`src/rtl/deadband_pkg.sv`:
```
// Package: shared types for the complementary dead-time stage.
// Assumes: nothing beyond IEEE 1800-2017.
package deadband_pkg;

    // Phase of one pin pair: steady low or high, or waiting out a gap
    typedef enum logic [1:0] {
        PH_LOW       = 2'd0,
        PH_HIGH      = 2'd1,
        PH_WAIT_LOW  = 2'd2,
        PH_WAIT_HIGH = 2'd3
    } phase_e;

    // True while a dead-time interval is running
    function automatic logic phase_waiting(input phase_e ph);
        return (ph == PH_WAIT_LOW) || (ph == PH_WAIT_HIGH);
    endfunction

endpackage

```
`src/rtl/deadband_pair_seq.sv`:
```
// Module: deadband_pair_seq
// Follows one raw PWM bit and decides, in logical (active-high) terms,
// which pin of the pair may be on. Every raw edge starts a gap of
// hold_q ticks with both pins off. hold_q is reloaded from dead_i only
// while the pair is steady.
// Assumes: raw_i is synchronous to clk; reset is synchronous, active low.
module deadband_pair_seq
    import deadband_pkg::*;
#(
    parameter int DT_W = 10
) (
    input  logic            clk,
    input  logic            rst_n,
    input  logic            raw_i,
    input  logic [DT_W-1:0] dead_i,
    output logic            main_o,
    output logic            comp_o
);

    localparam logic [DT_W-1:0] ONE  = DT_W'(1);
    localparam logic [DT_W-1:0] ZERO = '0;

    logic            prev_q;
    phase_e          phase_q, phase_d;
    logic [DT_W-1:0] cnt_q, cnt_d;
    logic [DT_W-1:0] hold_q;
    logic            edge_w;
    logic            steady_w;

    assign edge_w   = raw_i ^ prev_q;
    assign steady_w = !phase_waiting(phase_q);

    // Next phase and count: restart the gap on an edge, else count it down
    always_comb begin
        phase_d = phase_q;
        cnt_d   = cnt_q;
        if (edge_w) begin
            if (hold_q == ZERO) begin
                phase_d = raw_i ? PH_HIGH : PH_LOW;
                cnt_d   = ZERO;
            end else begin
                phase_d = raw_i ? PH_WAIT_HIGH : PH_WAIT_LOW;
                cnt_d   = hold_q - ONE;
            end
        end else if (phase_waiting(phase_q)) begin
            if (cnt_q == ZERO) begin
                phase_d = (phase_q == PH_WAIT_HIGH) ? PH_HIGH : PH_LOW;
            end else begin
                cnt_d = cnt_q - ONE;
            end
        end
    end

    // State registers: previous raw sample, phase and count
    always_ff @(posedge clk) begin
        if (!rst_n) begin
            prev_q  <= 1'b0;
            phase_q <= PH_WAIT_LOW;
            cnt_q   <= ZERO;
        end else begin
            prev_q  <= raw_i;
            phase_q <= phase_d;
            cnt_q   <= cnt_d;
        end
    end

    // Dead-time latch: capture a new length only between intervals
    always_ff @(posedge clk) begin
        if (!rst_n) begin
            hold_q <= '1;
        end else if (steady_w) begin
            hold_q <= dead_i;
        end
    end

    assign main_o = (phase_q == PH_HIGH);
    assign comp_o = (phase_q == PH_LOW);

    // a raw edge with a non-zero gap turns both pins off next cycle
    assert_dead_gap_R3: assert property (@(posedge clk) disable iff (!rst_n)
        (edge_w && hold_q != ZERO) |=> (!main_o && !comp_o));

    // the main pin is on only after a raw sample of 1
    assert_main_follows_R5: assert property (@(posedge clk) disable iff (!rst_n)
        main_o |-> prev_q);

    // the complement pin is on only after a raw sample of 0
    assert_comp_follows_R5: assert property (@(posedge clk) disable iff (!rst_n)
        comp_o |-> !prev_q);

    // the latched length does not move while an interval runs
    assert_hold_frozen_R6: assert property (@(posedge clk) disable iff (!rst_n)
        (!steady_w && !$past(steady_w)) |-> $stable(hold_q));

endmodule

```
`src/rtl/deadband_pin_drive.sv`:
```
// Module: deadband_pin_drive
// Registers the two pins of a pair. It applies the disable and the
// polarity, so a disabled pair shows the inactive level on both pins.
// Assumes: main_i and comp_i are never both high; reset synchronous.
module deadband_pin_drive (
    input  logic       clk,
    input  logic       rst_n,
    input  logic       main_i,
    input  logic       comp_i,
    input  logic       off_i,
    input  logic       pol_i,
    output logic [1:0] pins_o
);

    logic [1:0] pins_q;

    // Pin register: mask with the disable, then apply the polarity
    always_ff @(posedge clk) begin
        if (!rst_n) begin
            pins_q <= {2{pol_i}};
        end else begin
            pins_q <= {comp_i & ~off_i, main_i & ~off_i} ^ {2{pol_i}};
        end
    end

    assign pins_o = pins_q;

    // a disable bit sampled at an edge leaves both pins inactive
    assert_off_forces_R7: assert property (@(posedge clk) disable iff (!rst_n)
        off_i |=> (pins_q == {2{$past(pol_i)}}));

    // never both pins active at once
    assert_no_overlap_R5: assert property (@(posedge clk) disable iff (!rst_n)
        !off_i |=> !((pins_q[0] != $past(pol_i)) && (pins_q[1] != $past(pol_i))));

endmodule

```
`src/rtl/comp_deadband_stage.sv`:
```
// Module: comp_deadband_stage (top)
// Drives PAIRS complementary pin pairs from PAIRS raw PWM bits. Each
// pair inserts a dead time after every raw edge, follows the polarity
// input and can be disabled.
// Assumes: all inputs are synchronous to clk; one dead-time tick is one cycle.
module comp_deadband_stage #(
    parameter int PAIRS = 4,
    parameter int DT_W  = 10
) (
    input  logic               clk,
    input  logic               rst_n,
    input  logic [PAIRS-1:0]   pwm_raw,
    input  logic [DT_W-1:0]    dead_ticks,
    input  logic               active_low,
    input  logic [PAIRS-1:0]   pair_off,
    output logic [2*PAIRS-1:0] pins
);

    localparam int PINS = 2 * PAIRS;

    logic [PAIRS-1:0] main_w;
    logic [PAIRS-1:0] comp_w;
    logic [PINS-1:0]  pins_w;

    // One sequencer and one pin driver per pair
    for (genvar k = 0; k < PAIRS; k++) begin : g_pair
        deadband_pair_seq #(.DT_W(DT_W)) u_seq (
            .clk    (clk),
            .rst_n  (rst_n),
            .raw_i  (pwm_raw[k]),
            .dead_i (dead_ticks),
            .main_o (main_w[k]),
            .comp_o (comp_w[k])
        );

        deadband_pin_drive u_drv (
            .clk    (clk),
            .rst_n  (rst_n),
            .main_i (main_w[k]),
            .comp_i (comp_w[k]),
            .off_i  (pair_off[k]),
            .pol_i  (active_low),
            .pins_o (pins_w[2*k+1 : 2*k])
        );
    end

    assign pins = pins_w;

endmodule

```
`config.mk`:
```
export PLATFORM = sky130hd
export DESIGN_NAME = comp_deadband_stage
export DESIGN_NICKNAME = d
export VERILOG_FILES = /design/src/rtl/deadband_pkg.sv /design/src/rtl/deadband_pair_seq.sv /design/src/rtl/deadband_pin_drive.sv /design/src/rtl/comp_deadband_stage.sv
export SDC_FILE = /design/constraint.sdc
export NUM_CORES = 1
export LEC_CHECK = 0
export BUFFER_PORTS_ARGS = -buffer_cell sky130_fd_sc_hd__buf_4
export CORE_MARGIN = 2
export CORE_UTILIZATION = 60
export DETAILED_ROUTE_END_ITERATION = 10
export GPL_TIMING_DRIVEN = 0
export PLACE_DENSITY = 0.79
export SYNTH_ARGS = -nofsm -noshare
export SYNTH_HDL_FRONTEND = slang
export SYNTH_SLANG_ARGS = --single-unit
```
`constraint.sdc`:
```
create_clock -name clk -period 3.35 [get_ports clk]
set_input_delay 0.1675 -clock clk [delete_from_list [all_inputs] [get_ports clk]]
set_output_delay 0.1675 -clock clk [all_outputs]
set_load 0.03 [all_outputs]
```
**Word level (Yosys, flattened, before mapping)**

Index checks and enable logic that the tools add are counted.

- Register bits after elaboration: 100
- Input bits: 21
- Output and inout port bits: 8

- Add/sub/neg operators: 8
- Eq/ne operators: 16
- Multiplexer cells: 48
- Bitwise operators: 20
- Reduce and logical (&&, ||, !) cells: 32

Operator list:

| kind | count |
|---|---|
| $mux 10 | 16 |
| $logic_not 10->1 | 8 |
| $sub 10x1->10 const B | 8 |
| $mux 2 | 20 |
| $eq 2x2->1 const B | 8 |
| $reduce_and 2->1 | 8 |
| $reduce_bool 2->1 | 8 |
| $mux 1 | 12 |
| $and 1x1->1 | 8 |
| $eq 2x1->1 const B | 4 |
| $logic_not 2->1 | 4 |
| $ne 2x1->1 const B | 4 |
| $xor 2x2->2 | 4 |
| $logic_or 1x1->1 | 4 |
| $not 1->1 | 4 |
| $xor 1x1->1 | 4 |

**Depth between registers and ports, before layout**

Gate-level depths: netlist of the first run.

- Word-level depth: 5
- Gate-level depth with buffers: 8
- Depth with buffers taken out: 7

**Cells and area by module**

Synthesis of the first run repeated with hierarchy kept, for this count alone.

- Cell total of the unflattened synthesis: 619
- Area, all modules: 5,541.6 sq um

By module, submodules not included:

| module | times used | cells each | area an instance (sq um) | sequential area each (sq um) |
|---|---|---|---|---|
| deadband_pair_seq at g_pair[0].u_seq ... | 3 | 151 | 1,323.8 | 460.4 |
| deadband_pair_seq at g_pair[3].u_seq | 1 | 142 | 1,280.0 | 460.4 |
| deadband_pin_drive | 4 | 6 | 72.6 | 40.0 |

**Worst setup path after synthesis of the first run**

OpenSTA, ideal clock, no wires.

- Path type: register -> register
- Start: reg g_pair[3].u_seq.cnt_q[0]
- End: reg g_pair[3].u_seq.cnt_q[7]
- Library setup time: 0.134 ns
- Arrival: 1.955 ns
- Setup slack: 1.260 ns
- Stages on the path, launching flop included: 9
- Cells stage by stage: dfxtp_1 > inv_1 > ha_1 > or4b_2 > o31ai_1 > nand2_1 > clkbuf_1 > o21ai_0 > a31oi_1

- Longest elaborated chain between the ends: 4

Ends and longest elaborated chain:

| element | line | text |
|---|---|---|
| start, declared | deadband_pair_seq.sv:25 | `logic [DT_W-1:0] cnt_q, cnt_d;` |
| start signal, assigned | deadband_pair_seq.sv:63 | `cnt_q <= cnt_d;` |
| $sub 10x1->10 | deadband_pair_seq.sv:49 | `cnt_d = cnt_q - ONE;` |
| $mux 10 | deadband_pair_seq.sv:46 | `if (cnt_q == ZERO) begin` |
| $mux 10 | deadband_pair_seq.sv:45 | `end else if (phase_waiting(phase_q)) begin` |
| $mux 10 | deadband_pair_seq.sv:37 | `if (edge_w) begin` |

Several ways; a longest one is shown, not always the timed one. The select of a mux whose other input is x is not followed.
A chain may end at the register's enable or synchronous reset.

**Final worst setup path of the first run**

- Start: reg g_pair[0].u_seq.hold_q[0]
- End: reg g_pair[0].u_seq.cnt_q[5]

- Longest elaborated chain between the ends: 3

Ends and longest elaborated chain:

| element | line | text |
|---|---|---|
| start, declared | deadband_pair_seq.sv:26 | `logic [DT_W-1:0] hold_q;` |
| start signal, assigned | deadband_pair_seq.sv:72 | `hold_q <= dead_i;` |
| $sub 10x1->10 / $logic_not 10->1 (equally long branches) | deadband_pair_seq.sv:43, deadband_pair_seq.sv:38 |  |
| $mux 10 (*) | deadband_pair_seq.sv:38 | `if (hold_q == ZERO) begin` |
| $mux 10 (*) | deadband_pair_seq.sv:37 |  |
| end signal, assigned | deadband_pair_seq.sv:63 |  |
| end, declared | deadband_pair_seq.sv:25 |  |

Every way passes the cells marked *; elsewhere a longest branch is shown, timed or not.

==> key figures, run 1 <==
Floorplanning
  – # IOs: 29
  – Initial Util: 0.610
  – # rows: 34
  – Die Ht: 97.4 µm
  – Die ar.: 9490 µm²
  – Core area: 8590 µm²
  – Chip Width: 97.4 µm

CTS
  – Clk_lat worst skew: 0.39 ns
  – Post-CTS sizing: 0
  – Root Buffer: clkbuf_8
  – CTS tree: done
  – H-tree Lvls: 3
  – CTS Buf Count: 9
  – Post-CTS Hold Fix Bufs: 0
  – Clk slew on worst S/H paths: 0.11 ns
  – Max clock buf depth: 2
  – # clock sinks: 100
  – Post-CTS Setup Bufs: 0

Timing
  – Slew headroom: 0.450
  – Peak Freq: 406 MHz
  – Minimum clock period: 2.47 ns
  – RSZ-0062 raised after global routing: false
  – Slew Limit Fails: 0
  – Fin crit share: 0.736
  – Setup TNS: 0 ns
  – Worst slew pin tran: 0.819 ns
  – Clock Skews: 0.0148 ns
  – Setup-failing EPs final: 0
  – Final hold violations: 0

Worst setup path
  – CP Class: flop to flop
  – Crit-path cells: inv_1 -> ha_1 -> or3b_2 -> clkbuf_1 -> o31ai_1 -> o32ai_1 -> a31o_2
  – Reg2reg start: g_pair[0].u_seq.hold_q[0]
  – Crit path DAT: 2.76 ns
  – Setup crit end kind: flop
  – Worst path top cell family by delay: compound AO/OA/AOI/OAI gates
  – Critical path buffer and inverter count: 2
  – Slowest stage delay, CP: 0.67 ns
  – Critical Path Start: g_pair[0].u_seq.hold_q[0]
  – Slowest CP cell: o31ai_1
  – Critical Path Fanout Max: 7
  – Critical path startpoint category: flop
  – CP Data Required Time: 3.65 ns

Worst hold path
  – Hold Crit Class: primary input to flop
  – Hold path startpoint: dead_ticks[3]

Pwr
  – Pwr/cell area: 479 nW/µm²
  – P_leak: 0.00250 µW
  – Max VDD drop: 251 µV

Drt
  – DR WL/cell: 16.0 µm
  – Post-route ant nets: 0
  – Iter 0 DRT Violations: 148
  – Wirelength, routed: 12500 µm
  – Routed vias: 4686
  – DRC errors left: 0
  – Router iterations before antenna repair: 5
  – Vias per std cell: 6.03

Placed design
  – HPWL after detailed placement: 8980 µm
  – Port buffer count: 26
  – Final GP Congestion: 0.916
  – # placed instances: 761

Yosys
  – Distinct cells, synth: 55
  – Adder-cell area share of the yosys netlist: 0.0191
  – Synth area leaders: dfxtp_1 (38%), mux2i_1 (9.0%), nand2_1 (5.3%), xnor2_1 (4.5%), xor2_1 (3.7%)
  – Gate Count Post-Synth: 627
  – Xor and xnor area share after synthesis: 0.0819
  – Synthesis Warnings: 0
  – Area share of the largest cell type after synthesis: 0.382
  – Mux share of post-synthesis cell area: 0.0963
  – Top-count cell post-synth: dfxtp_1
  – Asr flop ratio synth: 0
  – Post-synthesis net count: 656
  – Synth Area in Compound Gates: 0.160
  – Synth cell count leaders: dfxtp_1 (100), nand2_1 (74), nor2_1 (48), mux2i_1 (47), a21oi_1 (36)
  – Top FF cell, synth: dfxtp_1
  – Synth Area in Simple Gates: 0.217
  – Mapped cell area: 5240 µm²
  – Post-synthesis sequential area ratio: 0.382
  – Post-synth EDFFs: 0
  – Syn Area/Cell: 8.36 µm²
  – Cell taking the most area after synthesis: dfxtp_1
  – Largest family of logic cells by synthesized area: simple AND/OR/NAND/NOR gates
  – #FFs+latches synth: 100

Status
  – Status: complete, no violations

Job
  – Max-cap violations: 0

Global route
  – Gr ovfl total: 0
  – Largest net degree at the start of global routing: 19
  – Tot GR Track Use: 0.267
  – Vias in the first global route: 4385
  – Global-route wire length before repair: 20700 µm
  – Initial antenna violation count: 0

Finish
  – Synthesis-to-layout area growth: 10.4%
  – Antenna diodes: 0
  – Final net count: 693
  – Proportion of layout cells with a drive suffix above 1: 0.0747
  – Non-filler cells, final: 777
  – Fillers: 711
-- metal layers --
metal	global-route usage	vias to the layer above	wire length, µm
li1	-	2324	-
met1	0.345	2211	5730
met2	0.437	129	5790
met3	0.0633	22	664
met4	0.0940	0	278
met5	0	-	0
-- final timing paths --
kind / end / slack, ns / cells past startpoint
worst max register to register: g_pair[0].u_seq.cnt_q[5] / 0.88 / 7
worst min register to register: g_pair[1].u_seq.cnt_q[3] / 0.50 / 2
worst min-delay path: g_pair[0].u_seq.hold_q[3] / 0.04 / 3
worst max-delay path: g_pair[0].u_seq.cnt_q[5] / 0.88 / 7
-- worst reg2reg max path: stages (launching register included) --
cell and delay, ns:
dfxtp_1 0.36, inv_1 0.06, ha_1 0.17, or3b_2 0.44, clkbuf_1 0.19, o31ai_1 0.67
o32ai_1 0.20, a31o_2 0.28
-- area by class of cell --
| cell class | instances | area [µm²] | area share |
|---|---|---|---|
| timing repair buffer | 26 | 195 | 0.0338 |
| sequential | 100 | 2000 | 0.346 |
| buffer | 31 | 118 | 0.0203 |
| clock buffer | 10 | 138 | 0.0238 |
| inverter | 29 | 109 | 0.0188 |
| tap | 108 | 135 | 0.0234 |
| multi-input combinational | 467 | 3010 | 0.521 |
| clock inverter | 6 | 75.1 | 0.0130 |
-- metrics by stage --
stage / util / worst slack (ns) / instance area, µm² / hold WS [ns] / power [µW]
finish: 0.673 / 0.884 / 5780 / 0.0386 / 2770
global route: 0.673 / 0.760 / 5780 / 0.0268 / 2900
CTS: 0.673 / 0.918 / 5780 / 0.0327 / 2770
detailed placement: 0.648 / 0.938 / 5570 / 0.427 / 1950
global placement: 0.648 / 1.01 / 5570 / 0.421 / 1930
floorplan: - / 1.26 / 5240 / 0.293 / 1800
-- state kept, by name, indices dropped and copies added, names as in the netlist --
register and flops:
g_pair.u_drv.pins_o 8, g_pair.u_seq.hold_q 40, g_pair.u_seq.cnt_q 40, g_pair.u_seq.prev_q 4, g_pair.u_seq.phase_q 8
-- cells in the final DEF (no fill, tap or decap), drive strengths merged, types with 17 or more instances in the layout --
| cell | Yosys | routed |
|---|---|---|
| a21oi | 36 | 36 |
| nor3 | 24 | 24 |
| nor2 | 48 | 48 |
| nand2 | 74 | 74 |
| clkbuf | 25 | 35 |
| inv | 28 | 32 |
| mux2i | 47 | 47 |
| buf | 6 | 32 |
| nor4 | 17 | 17 |
| xor2 | 22 | 22 |
| xnor2 | 27 | 27 |
| dfxtp | 100 | 100 |
| o21ai | 34 | 34 |
-- cells by family after synthesis --
group           Yosys count
compound gates          131
fa+ha+maj                 8
xor+xnor                 49
buf+inv                  60
simple gates            229
flops                   100
mux                      50
-- power by group --
| group | switching [µW] | internal (µW) | total, µW | leakage [µW] |
|---|---|---|---|---|
| clock network | 451 | 380 | 832 | 0.000111 |
| registers | 106 | 1280 | 1390 | 0.000826 |
| logic | 310 | 239 | 549 | 0.00157 |
| total | 867 | 1900 | 2770 | 0.00250 |
No activity file was read; power rests on OpenSTA's default activity.
==> inputs of run 2 (changes only) <==
ABC_AREA = 1   (was default)
CORE_UTILIZATION = 55   (was 60)
PLACE_DENSITY = 0.76   (was 0.79)
clock period = 2.15 ns   (was 3.35 ns; I/O delays follow)
==> key figures, run 2 <==
Status
  – Status: complete, no violations (unchanged)

CTS
  – Clk_lat worst skew: 0.39 ns (about the same)
  – Clk slew on worst S/H paths: 0.10 ns (was 0.11 ns)
  – CTS Buf Count: 9 (unchanged)
  – Max clock buf depth: 2 (unchanged)
  – Post-CTS sizing: 0 (unchanged)
  – # clock sinks: 100 (unchanged)
  – CTS tree: done (unchanged)
  – Root Buffer: clkbuf_8 (unchanged)
  – H-tree Lvls: 3 (unchanged)

Yosys
  – Area share of the largest cell type after synthesis: 0.366 (was 0.382)
  – Syn Area/Cell: 6.61 µm² (was 8.36 µm²)
  – Synth cell count leaders: nand2_1 (176), nor2_1 (152), dfxtp_1 (100), inv_1 (96), nand3_1 (52) (was dfxtp_1 (100), nand2_1 (74), nor2_1 (48), mux2i_1 (47), a21oi_1 (36))
  – Post-synthesis sequential area ratio: 0.366 (was 0.382)
  – Post-synth EDFFs: 0 (unchanged)
  – Asr flop ratio synth: 0 (unchanged)
  – Top-count cell post-synth: nand2_1 (was dfxtp_1)
  – Top FF cell, synth: dfxtp_1 (unchanged)
  – Gate Count Post-Synth: 828 (was 627)
  – Cell taking the most area after synthesis: dfxtp_1 (unchanged)
  – Distinct cells, synth: 31 (was 55)
  – Post-synthesis net count: 857 (was 656)
  – Synthesis Warnings: 0 (unchanged)
  – #FFs+latches synth: 100 (unchanged)
  – Mapped cell area: 5470 µm² (was 5240 µm²)
  – Synth area leaders: dfxtp_1 (37%), nand2_1 (12%), nor2_1 (10%), inv_1 (6.6%), o211ai_1 (5.1%) (was dfxtp_1 (38%), mux2i_1 (9.0%), nand2_1 (5.3%), xnor2_1 (4.5%), xor2_1 (3.7%))

Worst setup path
  – CP Class: flop to flop (unchanged)
  – Reg-to-reg critical path endpoint: g_pair[2].u_seq.cnt_q[3] (was g_pair[0].u_seq.cnt_q[5])
  – Slowest stage delay, CP: 0.31 ns (was 0.67 ns)
  – Critical Path Fanout Max: 8 (was 7)
  – Reg2reg start: g_pair[2].u_seq.hold_q[0] (was g_pair[0].u_seq.hold_q[0])
  – Setup crit end kind: flop (unchanged)
  – CP Data Required Time: 2.43 ns (was 3.65 ns)
  – FF-to-FF path depth: 9 (was 7)
  – Critical path startpoint category: flop (unchanged)
  – Critical Path Start: g_pair[2].u_seq.hold_q[0] (was g_pair[0].u_seq.hold_q[0])
  – Crit-path cells: inv_1 -> ha_1 -> nand2_1 -> nor2_1 -> nand4_1 -> nand2_1 -> o21ai_0 -> nor2_1 -> nor2_1 (was inv_1 -> ha_1 -> or3b_2 -> clkbuf_1 -> o31ai_1 -> o32ai_1 -> a31o_2)
  – Most repeated library cell on the critical path: nor2_1
  – R2R setup slack: 0.23 ns (was 0.88 ns)
  – Slowest CP cell: dfxtp_1 (was o31ai_1)
  – Crit path DAT: 2.20 ns (was 2.76 ns)

Global route
  – Met1 usage: 0.337 (was 0.345)
  – Gr ovfl total: 0 (unchanged)
  – Routing usage on met3: 0.0415 (was 0.0633)
  – Met2 Use GR: 0.421 (was 0.437)
  – Initial antenna violation count: 0 (unchanged)
  – Largest net degree at the start of global routing: 18 (was 19)
  – Tot GR Track Use: 0.252 (was 0.267)
  – Global-route wire length before repair: 22400 µm (was 20700 µm)
  – Vias in the first global route: 4861 (was 4385)
  – Top Usage Layer GRT: met2 (unchanged)

Job
  – Max-cap violations: 0 (unchanged)

Finish
  – Most frequent cells in the layout: nand2_1 (176), nor2_1 (152), dfxtp_1 (100) (was dfxtp_1 (100), nand2_1 (74), nor2_1 (48))
  – Final instance area: 6180 µm² (was 5780 µm²)
  – Util after Layout: 0.636 (was 0.673)
  – Top Registers: g_pair.u_seq.cnt_q x40, g_pair.u_seq.hold_q x40 (unchanged)
  – Proportion of layout cells with a drive suffix above 1: 0.0913 (was 0.0747)
  – Antenna diodes: 0 (unchanged)
  – Non-filler cells, final: 1020 (was 777)
  – Synthesis-to-layout area growth: 13.0% (was 10.4%)
  – Most common cell after layout, fill and taps aside: nand2_1 (was dfxtp_1)
  – Final net count: 911 (was 693)

Floorplanning
  – # IOs: 29 (unchanged)
  – # rows: 36 (was 34)
  – Core area: 9730 µm² (was 8590 µm²)
  – Die ar.: 10800 µm² (was 9490 µm²)
  – Chip Width: 104 µm (was 97.4 µm)
  – Die Ht: 104 µm (was 97.4 µm)
  – Initial Util: 0.562 (was 0.610)

Timing
  – Fin crit share: 0.892 (was 0.736)
  – Setup TNS: 0 ns (unchanged)
  – Slew Limit Fails: 0 (unchanged)
  – Peak Freq: 522 MHz (was 406 MHz)
  – Setup-failing EPs final: 0 (unchanged)
  – Final hold violations: 0 (unchanged)
  – RSZ-0062 raised after global routing: false (unchanged)
  – Minimum clock period: 1.92 ns (was 2.47 ns)
  – Worst slew pin tran: 0.663 ns (was 0.819 ns)
  – Clock Skews: 0.00944 ns (was 0.0148 ns)
  – Slew headroom: 0.558 (was 0.450)

Worst hold path
  – Hold-critical path endpoint: g_pair[1].u_seq.hold_q[1] (was g_pair[0].u_seq.hold_q[3])
  – Hold path startpoint: dead_ticks[1] (was dead_ticks[3])
  – Hold Crit Class: primary input to flop (unchanged)
  – Hold path cells: 3 (unchanged)

Placed design
  – # placed instances: 989 (was 761)
  – Placed Area: 5850 µm² (was 5570 µm²)
  – HPWL after detailed placement: 9640 µm (was 8980 µm)
  – Port buffer count: 28 (was 26)
  – Final GP Congestion: 0.863 (was 0.916)

Pwr
  – Max VDD drop: 353 µV (was 251 µV)
  – Pwr/cell area: 751 nW/µm² (was 479 nW/µm²)
  – Pwr Total: 4640 µW (was 2770 µW)
  – P_leak: 0.00298 µW (was 0.00250 µW)

Drt
  – Iter 0 DRT Violations: 251 (was 148)
  – DRC errors left: 0 (unchanged)
  – Post-route ant nets: 0 (unchanged)
  – DR WL/cell: 13.0 µm (was 16.0 µm)
  – Vias per std cell: 5.30 (was 6.03)
  – Wirelength, routed: 13200 µm (was 12500 µm)
  – Router iterations before antenna repair: 4 (was 5)
  – Routed vias: 5409 (was 4686)
run 2: cell count changes after synthesis, moves of 14 or more:
cell / previous run / this run
inv_1: 28 / 96
mux2i_1: 47 / 0
nand2_1: 74 / 176
nand3_1: 10 / 52
nor2_1: 48 / 152
nor4_1: 17 / 3
o211ai_1: 1 / 37
o21ai_1: 0 / 28
xnor2_1: 27 / 4
run 2: critical path, delay by kind of cell, from the launching register on:
family                     cells  cell delay, ns
adders and majority gates      1            0.21
AOI/OAI and AO/OA              1            0.16
buffers and inverters          1            0.13
and+or+nand+nor                6            1.00
DFF                            1            0.31
run 2: worst max-delay path by stage:
| stage | to | slack, ns | depth (start not counted) |
|---|---|---|---|
| 2_1_floorplan | g_pair[0].u_seq.cnt_q[5] | 0.50 | 12 |
| 3_3_place_gp | g_pair[3].u_seq.cnt_q[6] | 0.31 | 12 |
| 3_5_place_dp | g_pair[0].u_seq.cnt_q[3] | 0.27 | 12 |
| 4_1_cts | g_pair[0].u_seq.cnt_q[5] | 0.25 | 12 |
| 5_1_grt | g_pair[2].u_seq.cnt_q[3] | 0.008 | 9 |
| 6_report | g_pair[2].u_seq.cnt_q[3] | 0.23 | 9 |
run 2: cell families (layout without fill, tap and decap cells):
logic type / after synthesis / in the layout / share of synthesized area
and+or+nand+nor: 437 / 437 / 0.342
buffers and inverters: 133 / 192 / 0.0954
AOI/OAI and AO/OA: 115 / 115 / 0.123
DFF: 100 / 100 / 0.366
xor gates and xnor gates: 35 / 35 / 0.0560
adders and majority gates: 8 / 8 / 0.0183
run 2: layout make-up:
class | count | area (µm²)
Buffer | 23 | 106
Clock buffer | 10 | 138
Clock inverter | 6 | 48.8
Fill cell | 886 | 3540
Inverter | 110 | 415
Multi-Input combinational cell | 595 | 2950
Sequential cell | 100 | 2000
Tap cell | 133 | 166
Timing Repair Buffer | 43 | 360
run 2: layer usage:
layer,share of wire,wire [µm]
met2,0.46,6120
met5,0,0
met1,0.47,6220
met3,0.053,704
met4,0.013,177
run 2: repair_timing:
action                                 4_1_cts  5_1_grt
hold buffers                                15        0
endpoints found under the hold margin       26        0
setup buffers                                0        0
run 2: per-stage QoR:
stage	setup slack (ns)	hold slack [ns]
5_1_grt	0.00780	0.00480
4_1_cts	0.249	0.00231
3_5_place_dp	0.273	0.310
6_report	0.233	0.000748
3_3_place_gp	0.309	0.300
2_1_floorplan	0.501	0.204
run 2: power breakdown:
| group | switching (µW) | internal, µW |
|---|---|---|
| logic | 776 | 458 |
| clock network | 722 | 461 |
| registers | 169 | 2060 |
| total | 1670 | 2980 |
